==> config.mk <==
export PLATFORM = sky130hd
export DESIGN_NAME = xfer_region_tracker
export DESIGN_NICKNAME = d
export VERILOG_FILES = /design/src/rtl/xrt_pkg.sv /design/src/rtl/xrt_neg_fsm.sv /design/src/rtl/xrt_region_fifo.sv /design/src/rtl/xfer_region_tracker.sv
export SDC_FILE = /design/constraint.sdc
export NUM_CORES = 1
export LEC_CHECK = 0
export ABC_AREA = 1
export BUFFER_PORTS_ARGS = -buffer_cell sky130_fd_sc_hd__buf_2
export CORE_UTILIZATION = 57
export CTS_BUF_LIST = sky130_fd_sc_hd__clkbuf_4 sky130_fd_sc_hd__clkbuf_8
export DETAILED_ROUTE_END_ITERATION = 10
export GPL_TIMING_DRIVEN = 0
export PLACE_DENSITY = 0.77
export SLEW_MARGIN = 15
export SYNTH_ARGS = -nofsm -noshare
export SYNTH_HDL_FRONTEND = slang
export SYNTH_SLANG_ARGS = --single-unit
==> constraint.sdc <==
create_clock -name clk -period 7.8 [get_ports clk]
set_input_delay 0.78 -clock clk [delete_from_list [all_inputs] [get_ports clk]]
set_output_delay 0.78 -clock clk [all_outputs]
set_load 0.05 [all_outputs]
==> src/rtl/xrt_pkg.sv <==
package xrt_pkg;
    typedef enum logic [1:0] {
        NEG_OFF  = 2'd0,
        NEG_WAIT = 2'd1,
        NEG_ON   = 2'd2
    } neg_state_e;

    typedef enum logic [1:0] {
        PICK_MBOX  = 2'd0,
        PICK_HEAD  = 2'd1,
        PICK_ZERO  = 2'd2,
        PICK_STALL = 2'd3
    } pick_e;
endpackage

==> src/rtl/xrt_neg_fsm.sv <==
module xrt_neg_fsm
    import xrt_pkg::*;
(
    input  logic clk,
    input  logic rst_n,
    input  logic notice_i,
    input  logic ack_i,
    output logic dma_on_o
);
    neg_state_e state_q, state_d;

    always_ff @(posedge clk) begin
        if (!rst_n) state_q <= NEG_OFF;
        else        state_q <= state_d;
    end

    always_comb begin
        state_d = state_q;
        unique case (state_q)
            NEG_OFF:  if (notice_i) state_d = NEG_WAIT;
            NEG_WAIT: if (ack_i)    state_d = NEG_ON;
            NEG_ON:   state_d = NEG_ON;
            default:  state_d = NEG_OFF;
        endcase
    end

    always_comb dma_on_o = (state_q == NEG_ON);
endmodule

==> src/rtl/xrt_region_fifo.sv <==
module xrt_region_fifo #(
    parameter int DEPTH = 4,
    parameter int OFF_W = 12,
    parameter int LEN_W = 12
) (
    input  logic             clk,
    input  logic             rst_n,
    input  logic             push_i,
    input  logic [OFF_W-1:0] push_off_i,
    input  logic [LEN_W-1:0] push_len_i,
    input  logic             pop_i,
    output logic [OFF_W-1:0] front_off_o,
    output logic             empty_o,
    output logic             full_o
);
    localparam int PW    = (DEPTH > 1) ? $clog2(DEPTH) : 1;
    localparam int CNT_W = $clog2(DEPTH + 1);

    logic [OFF_W-1:0] off_q [DEPTH];
    logic [LEN_W-1:0] len_q [DEPTH];
    logic [PW-1:0]    wr_q, rd_q;
    logic [CNT_W-1:0] cnt_q;

    function automatic logic [PW-1:0] bump(input logic [PW-1:0] p);
        return (p == PW'(DEPTH - 1)) ? '0 : p + 1'b1;
    endfunction

    for (genvar i = 0; i < DEPTH; i++) begin : g_slot
        always_ff @(posedge clk) begin
            if (push_i && (wr_q == PW'(i))) begin
                off_q[i] <= push_off_i;
                len_q[i] <= push_len_i;
            end
        end
    end

    always_ff @(posedge clk) begin
        if (!rst_n) begin
            wr_q  <= '0;
            rd_q  <= '0;
            cnt_q <= '0;
        end else begin
            if (push_i) wr_q <= bump(wr_q);
            if (pop_i)  rd_q <= bump(rd_q);
            if (push_i && !pop_i)      cnt_q <= cnt_q + 1'b1;
            else if (pop_i && !push_i) cnt_q <= cnt_q - 1'b1;
        end
    end

    assign front_off_o = off_q[rd_q];
    assign empty_o     = (cnt_q == '0);
    assign full_o      = (cnt_q == CNT_W'(DEPTH));

    logic unused_len;
    assign unused_len = ^len_q[rd_q];
endmodule

==> src/rtl/xfer_region_tracker.sv <==
module xfer_region_tracker
    import xrt_pkg::*;
#(
    parameter int BUF_BYTES  = 2048,
    parameter int FRAG_BYTES = 128,
    parameter int FRAG_LIMIT = 3,
    parameter int MAX_OUT    = 4,
    parameter int LEN_W      = 12,
    localparam int OFF_W     = $clog2(BUF_BYTES + 1)
) (
    input  logic             clk,
    input  logic             rst_n,
    input  logic             alloc_notice_i,
    input  logic             alloc_ack_i,
    input  logic             req_valid_i,
    input  logic [LEN_W-1:0] req_len_i,
    input  logic             xfer_ack_i,
    output logic             grant_valid_o,
    output logic             grant_dma_o,
    output logic [OFF_W-1:0] grant_off_o,
    output logic [LEN_W-1:0] grant_len_o,
    output logic             stall_o,
    output logic             dma_enabled_o,
    output logic             ack_err_o
);
    localparam int MBOX_MAX = FRAG_BYTES * FRAG_LIMIT;
    localparam int CW       = ((OFF_W > LEN_W) ? OFF_W : LEN_W) + 2;

    logic             dma_on, fifo_empty, fifo_full, push, pop;
    logic [OFF_W-1:0] head_q, tail_off, push_off;
    logic [CW-1:0]    len_x, head_x, tail_x;
    pick_e            pick;

    xrt_neg_fsm u_neg (
        .clk      (clk),
        .rst_n    (rst_n),
        .notice_i (alloc_notice_i),
        .ack_i    (alloc_ack_i),
        .dma_on_o (dma_on)
    );

    xrt_region_fifo #(.DEPTH(MAX_OUT), .OFF_W(OFF_W), .LEN_W(LEN_W)) u_fifo (
        .clk         (clk),
        .rst_n       (rst_n),
        .push_i      (push),
        .push_off_i  (push_off),
        .push_len_i  (req_len_i),
        .pop_i       (pop),
        .front_off_o (tail_off),
        .empty_o     (fifo_empty),
        .full_o      (fifo_full)
    );

    assign len_x  = CW'(req_len_i);
    assign head_x = CW'(head_q);
    assign tail_x = CW'(tail_off);

    always_comb begin
        pick = PICK_STALL;
        if (!(dma_on && (len_x > CW'(MBOX_MAX))))       pick = PICK_MBOX;
        else if (fifo_full)                              pick = PICK_STALL;
        else if (fifo_empty)                             pick = (len_x <= CW'(BUF_BYTES)) ? PICK_ZERO : PICK_STALL;
        else if (head_x > tail_x) begin
            if (CW'(BUF_BYTES) - head_x >= len_x)        pick = PICK_HEAD;
            else if (tail_x >= len_x)                    pick = PICK_ZERO;
        end else if (tail_x - head_x >= len_x)           pick = PICK_HEAD;
    end

    assign push     = req_valid_i && ((pick == PICK_HEAD) || (pick == PICK_ZERO));
    assign push_off = (pick == PICK_HEAD) ? head_q : '0;
    assign pop      = xfer_ack_i && !fifo_empty;

    always_ff @(posedge clk) begin
        if (!rst_n) begin
            grant_valid_o <= 1'b0;
            grant_dma_o   <= 1'b0;
            grant_off_o   <= '0;
            grant_len_o   <= '0;
            stall_o       <= 1'b0;
            head_q        <= '0;
            ack_err_o     <= 1'b0;
        end else begin
            grant_valid_o <= 1'b0;
            stall_o       <= 1'b0;
            if (xfer_ack_i && fifo_empty) ack_err_o <= 1'b1;
            if (req_valid_i) begin
                unique case (pick)
                    PICK_MBOX: begin
                        grant_valid_o <= 1'b1;
                        grant_dma_o   <= 1'b0;
                        grant_off_o   <= '0;
                        grant_len_o   <= req_len_i;
                    end
                    PICK_HEAD: begin
                        grant_valid_o <= 1'b1;
                        grant_dma_o   <= 1'b1;
                        grant_off_o   <= head_q;
                        grant_len_o   <= req_len_i;
                        head_q        <= OFF_W'(head_x + len_x);
                    end
                    PICK_ZERO: begin
                        grant_valid_o <= 1'b1;
                        grant_dma_o   <= 1'b1;
                        grant_off_o   <= '0;
                        grant_len_o   <= req_len_i;
                        head_q        <= OFF_W'(len_x);
                    end
                    default: stall_o <= 1'b1;
                endcase
            end
        end
    end

    assign dma_enabled_o = dma_on;
endmodule

# Word level (Yosys, flattened, before mapping)
# Memory sizes are Yosys's and may differ from the RTL's. A register that Yosys moved wholly into a read port is not among the register bits.
# Index checks and enable logic that the tools add are counted.
dict set report word_totals {
  memories 1
  reg_bits 49
  ram_bits 48
  wordCells 110
  output_inout_bits 29
  input_bits 18
}
# memory depth word_bits read_ports rd_clocked_by_memory_dff write_ports line_no
set memory_table {}
lappend memory_table {u_fifo.off_q 4 12 1 1 1 xrt_region_fifo.sv:19} ;# logic [OFF_W-1:0] off_q [DEPTH];
dict set report classes {
  n_reduce_logical 34
  muxes 40
  eq_ne 11
  order_cmp 6
  add_sub_neg 7
}
# operator count
set op_table {}
lappend op_table {{12-bit 2-to-1 mux} 4}
lappend op_table {{12-bit one-hot mux with 2 select lines} 2}
lappend op_table {{12-bit OR reduction} 3}
lappend op_table {{2-bit 2-to-1 mux} 15}
lappend op_table {{14-bit by 12-bit >= comparator with 1-bit output} 2}
lappend op_table {{1-bit 2-to-1 mux} 15}
lappend op_table {{12-bit by 12-bit subtractor with 13-bit output} 1}
lappend op_table {{12-bit by 12-bit subtractor with 13-bit output (first input constant)} 1}
lappend op_table {{12-bit adder} 1}
lappend op_table {{12-bit >= comparator} 1}
lappend op_table {{12-bit greater-than comparator} 1}
lappend op_table {{12-bit by 9-bit greater-than comparator with 1-bit output (second input constant)} 1}
lappend op_table {{12-bit less-or-equal comparator (second input constant)} 1}
lappend op_table {{2-bit AND reduction} 6}
lappend op_table {{2-bit equality test (second input constant)} 5}
lappend op_table {{1-bit logical AND} 10}
lappend op_table {{2-bit nonzero test} 4}
lappend op_table {{2-bit by 1-bit equality test with 1-bit output (second input constant)} 3}
lappend op_table {{2-bit logical NOT} 3}
lappend op_table {{3-bit 2-to-1 mux} 2}
lappend op_table {{2-bit one-hot mux with 3 select lines} 1}
lappend op_table {{2-bit by 1-bit adder with 2-bit output (second input constant)} 2}
lappend op_table {{2-bit != test (second input constant)} 2}
lappend op_table {{2-bit OR reduction} 2}
lappend op_table {{other kinds (8)} 10}

# Depth between registers and ports, before layout
dict set report depth {
  word_depth 17
  depth_mapped 31
  ltp_nobuf 29
}

# By module
# A second synthesis with hierarchy kept.
dict set report unflattened {
  hier_cells 794
  area_unflattened_um2 6547.5
}
# mod cells_each area_each_um2 n_inst
set by_module_without_submodules {}
lappend by_module_without_submodules {xfer_region_tracker 598 4154.0 1}
lappend by_module_without_submodules {xrt_region_fifo 175 2239.6 1}
lappend by_module_without_submodules {xrt_neg_fsm 21 153.9 1}

# Worst setup path after synthesis
# No wires, ideal clock.
dict set report synth_path {
  path_type {register -> register}
  startpoint {register with a tool-made name}
  endpoint {memory u_fifo.off_q[0][0] (enable)}
  t_arrival_ps 4218
  period_less_slack_ps 4599
  path_stages_with_launch 26
  t_required_ps 7420
  n_path_buf 3
  setup_time_ps 380
  setup_slack_ps 3201
  cell_sequence {dfxtp_1 > clkbuf_1 > inv_1 > buf_1 > nor2_1 > o22ai_1 > ha_1 > a21oi_1 > o21a_1 > a21boi_0 > xor2_1 > inv_1 > ha_1 > nand2_1 > o21ai_0 > nor2_1 > nand2_1 > nand3_1 > nand4_1 > nand2_1 > nand2_1 > ha_1 > nor2_1 > inv_1 > clkbuf_1 > nor2_1}
}
# item line_no
set synth_lines {}
lappend synth_lines {{end: declaration} xrt_region_fifo.sv:19}

==> flow_summary.json <==
{
  "drv_slew": 0,
  "grt_pass1_vias": 5371,
  "ir_drop_mv": 0.294,
  "ios": 47,
  "grt_max_degree": 19,
  "grt_pass1_wl_mm": 26.6,
  "areaGrowthSynthToFinish_pct": 9.52,
  "coreArea_sq_um": 11000,
  "min_to": "u_fifo.cnt_q[2]",
  "ys_seq_area_share_pct": 37.8,
  "critPathKind": "register to register",
  "cts-hold-fix-buffers": 0,
  "drive_gt1_share_pct": 13.2,
  "cp_common_cell": "nand2_1",
  "startpoint_type": "register",
  "rsz0062_at_grt": "false",
  "fin_skew_ps": 13.1,
  "outcome": "finished, final reports clean",
  "cp_top_family": "simple AND/OR/NAND/NOR gates",
  "finalCritPeriodShare_pct": 80.0,
  "fin_crit_ps": 6240,
  "finalHoldViolations": 0,
  "slowest_stage": "nor2_1",
  "firstDrtPassIters": 5,
  "nets": 949,
  "cts_root_buf": "clkbuf_8",
  "critPathBufInv": 6,
  "vias_per_cell": 5.61,
  "crit_required_ps": 7810,
  "synth_fp_nets": 892,
  "cts_buffer_depth": 2,
  "grt_usage_pct": 29.9,
  "insertedDiodeCount": 0,
  "hold_path_class": "register to register",
  "cts-buffers-inserted": 9,
  "wl_per_cell_um": 16.5,
  "power.density_nw_per_um2": 454,
  "vias": 5620,
  "drv_cap": 0,
  "clock-sinks": 99,
  "clock.fmax_mhz": 160,
  "max_slew_margin_pct": 24.2,
  "final_cell_count_no_fill": 1001,
  "setup_violations": 0,
  "gp_congestion": 0.966,
  "postCtsSetupBuffers": 0,
  "clk_pin_slew_worst_paths_ps": 100,
  "die_h_um": 109,
  "rr_worst_depth": 26,
  "tns_ps": 0,
  "ys_ff_latch": 99,
  "synth_warnings": 0,
  "leakage_nw": 3.40,
  "cp_slowest_stage_delay_ps": 930,
  "synth.avg_cell_area_sq_um": 8.14,
  "worst_pin_slew_ps": 1130,
  "synth_cell_types": 47,
  "initial_core_util_pct": 59.2,
  "rr_endpoint": "u_fifo.off_q[1][2]",
  "placed_cells": 985,
  "post-route-drc-count": 0,
  "grt-ovfl-total": 0,
  "wl_mm": 16.5,
  "numPortBuffers": 46,
  "clk_latency_ps": 390,
  "cp_max_fo": 12,
  "n_fill_cell": 931,
  "worstHoldStart": "u_fifo.cnt_q[2]",
  "row_count": 38,
  "dieArea_sq_um": 11800,
  "htree_num_levels": 3,
  "antenna_left": 0,
  "hold-path-cell-count": 1,
  "ctsResizeCount": 0,
  "synth_area_sq_um": 6510,
  "die_w_um": 109,
  "first_iter_violations": 477,
  "post-dp-hpwl_mm": 12.8,
  "critPathCaptureType": "register",
  "antenna_found_initial": 0,
  "syn_inst": 799,
  "rrSetupSlack_ps": 1560,
  "multi_input_area_sq_um": 3430,
  "cts_tree": "done",
  "arrival_ps": 6250,
  "seqCellArea_sq_um": 2460
}
==> metrics by stage <==
stage | total power [mW] | hold WS (ps) | util (%) | worst slack (ps) | cell area (sq um)
5_1_grt | 3.56 | 481 | 64.9 | 1010 | 7130
3_3_place_gp | 2.71 | 436 | 62.9 | 1840 | 6910
4_1_cts | 3.20 | 463 | 64.8 | 1600 | 7120
6_report | 3.24 | 466 | 64.9 | 1560 | 7130
2_1_floorplan | 2.33 | 423 | - | 3200 | 6510
3_5_place_dp | 2.84 | 445 | 62.9 | 1710 | 6910
==> layout make-up <==
type | instances | area share, %
Clock buffer | 9 | 1.74
Buffer | 25 | 2.32
Tap cell | 140 | 2.46
Inverter | 121 | 6.46
Multi-Input combinational cell | 554 | 48.1
Timing Repair Buffer | 46 | 3.23
Clock inverter | 7 | 1.16
Sequential cell | 99 | 34.6
==> metal layers <==
layer  GRT usage [%]  vias to the layer above  wire, um
met2            49.2                      212      7590
met3            7.77                       32      1200
met5               0                        -         0
li1                -                     2776         -
met1            37.6                     2600      7240
met4            11.4                        0       454
==> how the worst max path moves through the flow <==
| stage | startpoint | end | slack [ps] | depth (start not counted) |
|---|---|---|---|---|
| 2_1_floorplan | register | u_fifo.off_q[0][0] | 3200 | 25 |
| 3_3_place_gp | register | u_fifo.off_q[3][1] | 1840 | 25 |
| 3_5_place_dp | register | u_fifo.off_q[3][3] | 1710 | 25 |
| 4_1_cts | register | u_fifo.off_q[3][3] | 1600 | 26 |
| 5_1_grt | register | u_fifo.off_q[1][3] | 1010 | 26 |
| 6_report | register | u_fifo.off_q[1][2] | 1560 | 26 |
==> cell usage after synthesis, drive strengths merged <==
library cell	count	share of area, %
a211oi	3	0.35
a21boi	1	0.12
a21o	4	0.46
a21oi	78	6.5
a221oi	5	0.67
a31oi	4	0.38
a32o	1	0.15
a32oi	1	0.13
and2	1	0.096
buf	6	0.96
clkbuf	19	1.6
clkinv	1	0.077
dfxtp	51	16
edfxtp	48	22
fa	3	0.92
ha	72	14
inv	120	7.0
nand2	141	8.4
nand3	45	4.3
nand4	4	0.38
nor2	79	4.8
nor3	12	1.2
nor4	2	0.19
o211a	1	0.15
o211ai	3	0.42
o21a	3	0.35
o21ai	55	4.2
o21bai	2	0.23
o22ai	11	1.1
xnor2	4	0.54
xor2	19	2.6
==> power breakdown <==
group,leakage (nW),switching [mW],internal (mW)
Sequential,0.898,0.0688,0.628
Clock,0.105,0.196,0.154
Combinational,2.40,1.40,0.792
Total,3.40,1.66,1.57
==> logic make-up (layout without fill, tap and decap cells) <==
logic type / Yosys count / after routing / synth area share (%)
xor+xnor: 23 / 23 / 3.10
simple gates: 284 / 284 / 19.4
compound gates: 172 / 172 / 15.2
buf+inv: 146 / 208 / 9.62
flops: 99 / 99 / 37.8
fa+ha+maj: 75 / 75 / 14.8
==> flip-flops by register name, summed over array words and instances, names as in the netlist, 2 cells and up, named ones only <==
register	count
u_fifo.wr_q	2
grant_len_o	12
grant_off_o	12
u_neg.state_q	2
u_fifo.rd_q	2
u_fifo.off_q	48
u_fifo.cnt_q	3
head_q	12
==> placed cells by master, fill, tap and decap left out, types with 3 or more instances in the layout <==
master    count
a31oi_1       4
nand4_1       4
o21a_1        3
nor2_2        7
nand3_2      11
a21oi_2       9
ha_1         72
xor2_1       19
clkbuf_8     12
o21ai_0      51
a21o_1        4
nor2_1       71
nor3_2        4
o21ai_1       4
fa_1          3
xnor2_1       4
edfxtp_1     48
nor3_1        8
a21oi_1      69
nand3_1      34
nand2_1     138
o22ai_1      11
buf_2        47
a211oi_1      3
inv_1       112
a221oi_1      5
clkbuf_1     15
dfxtp_1      51
inv_2         7
Power figures use the tool's default switching activity.
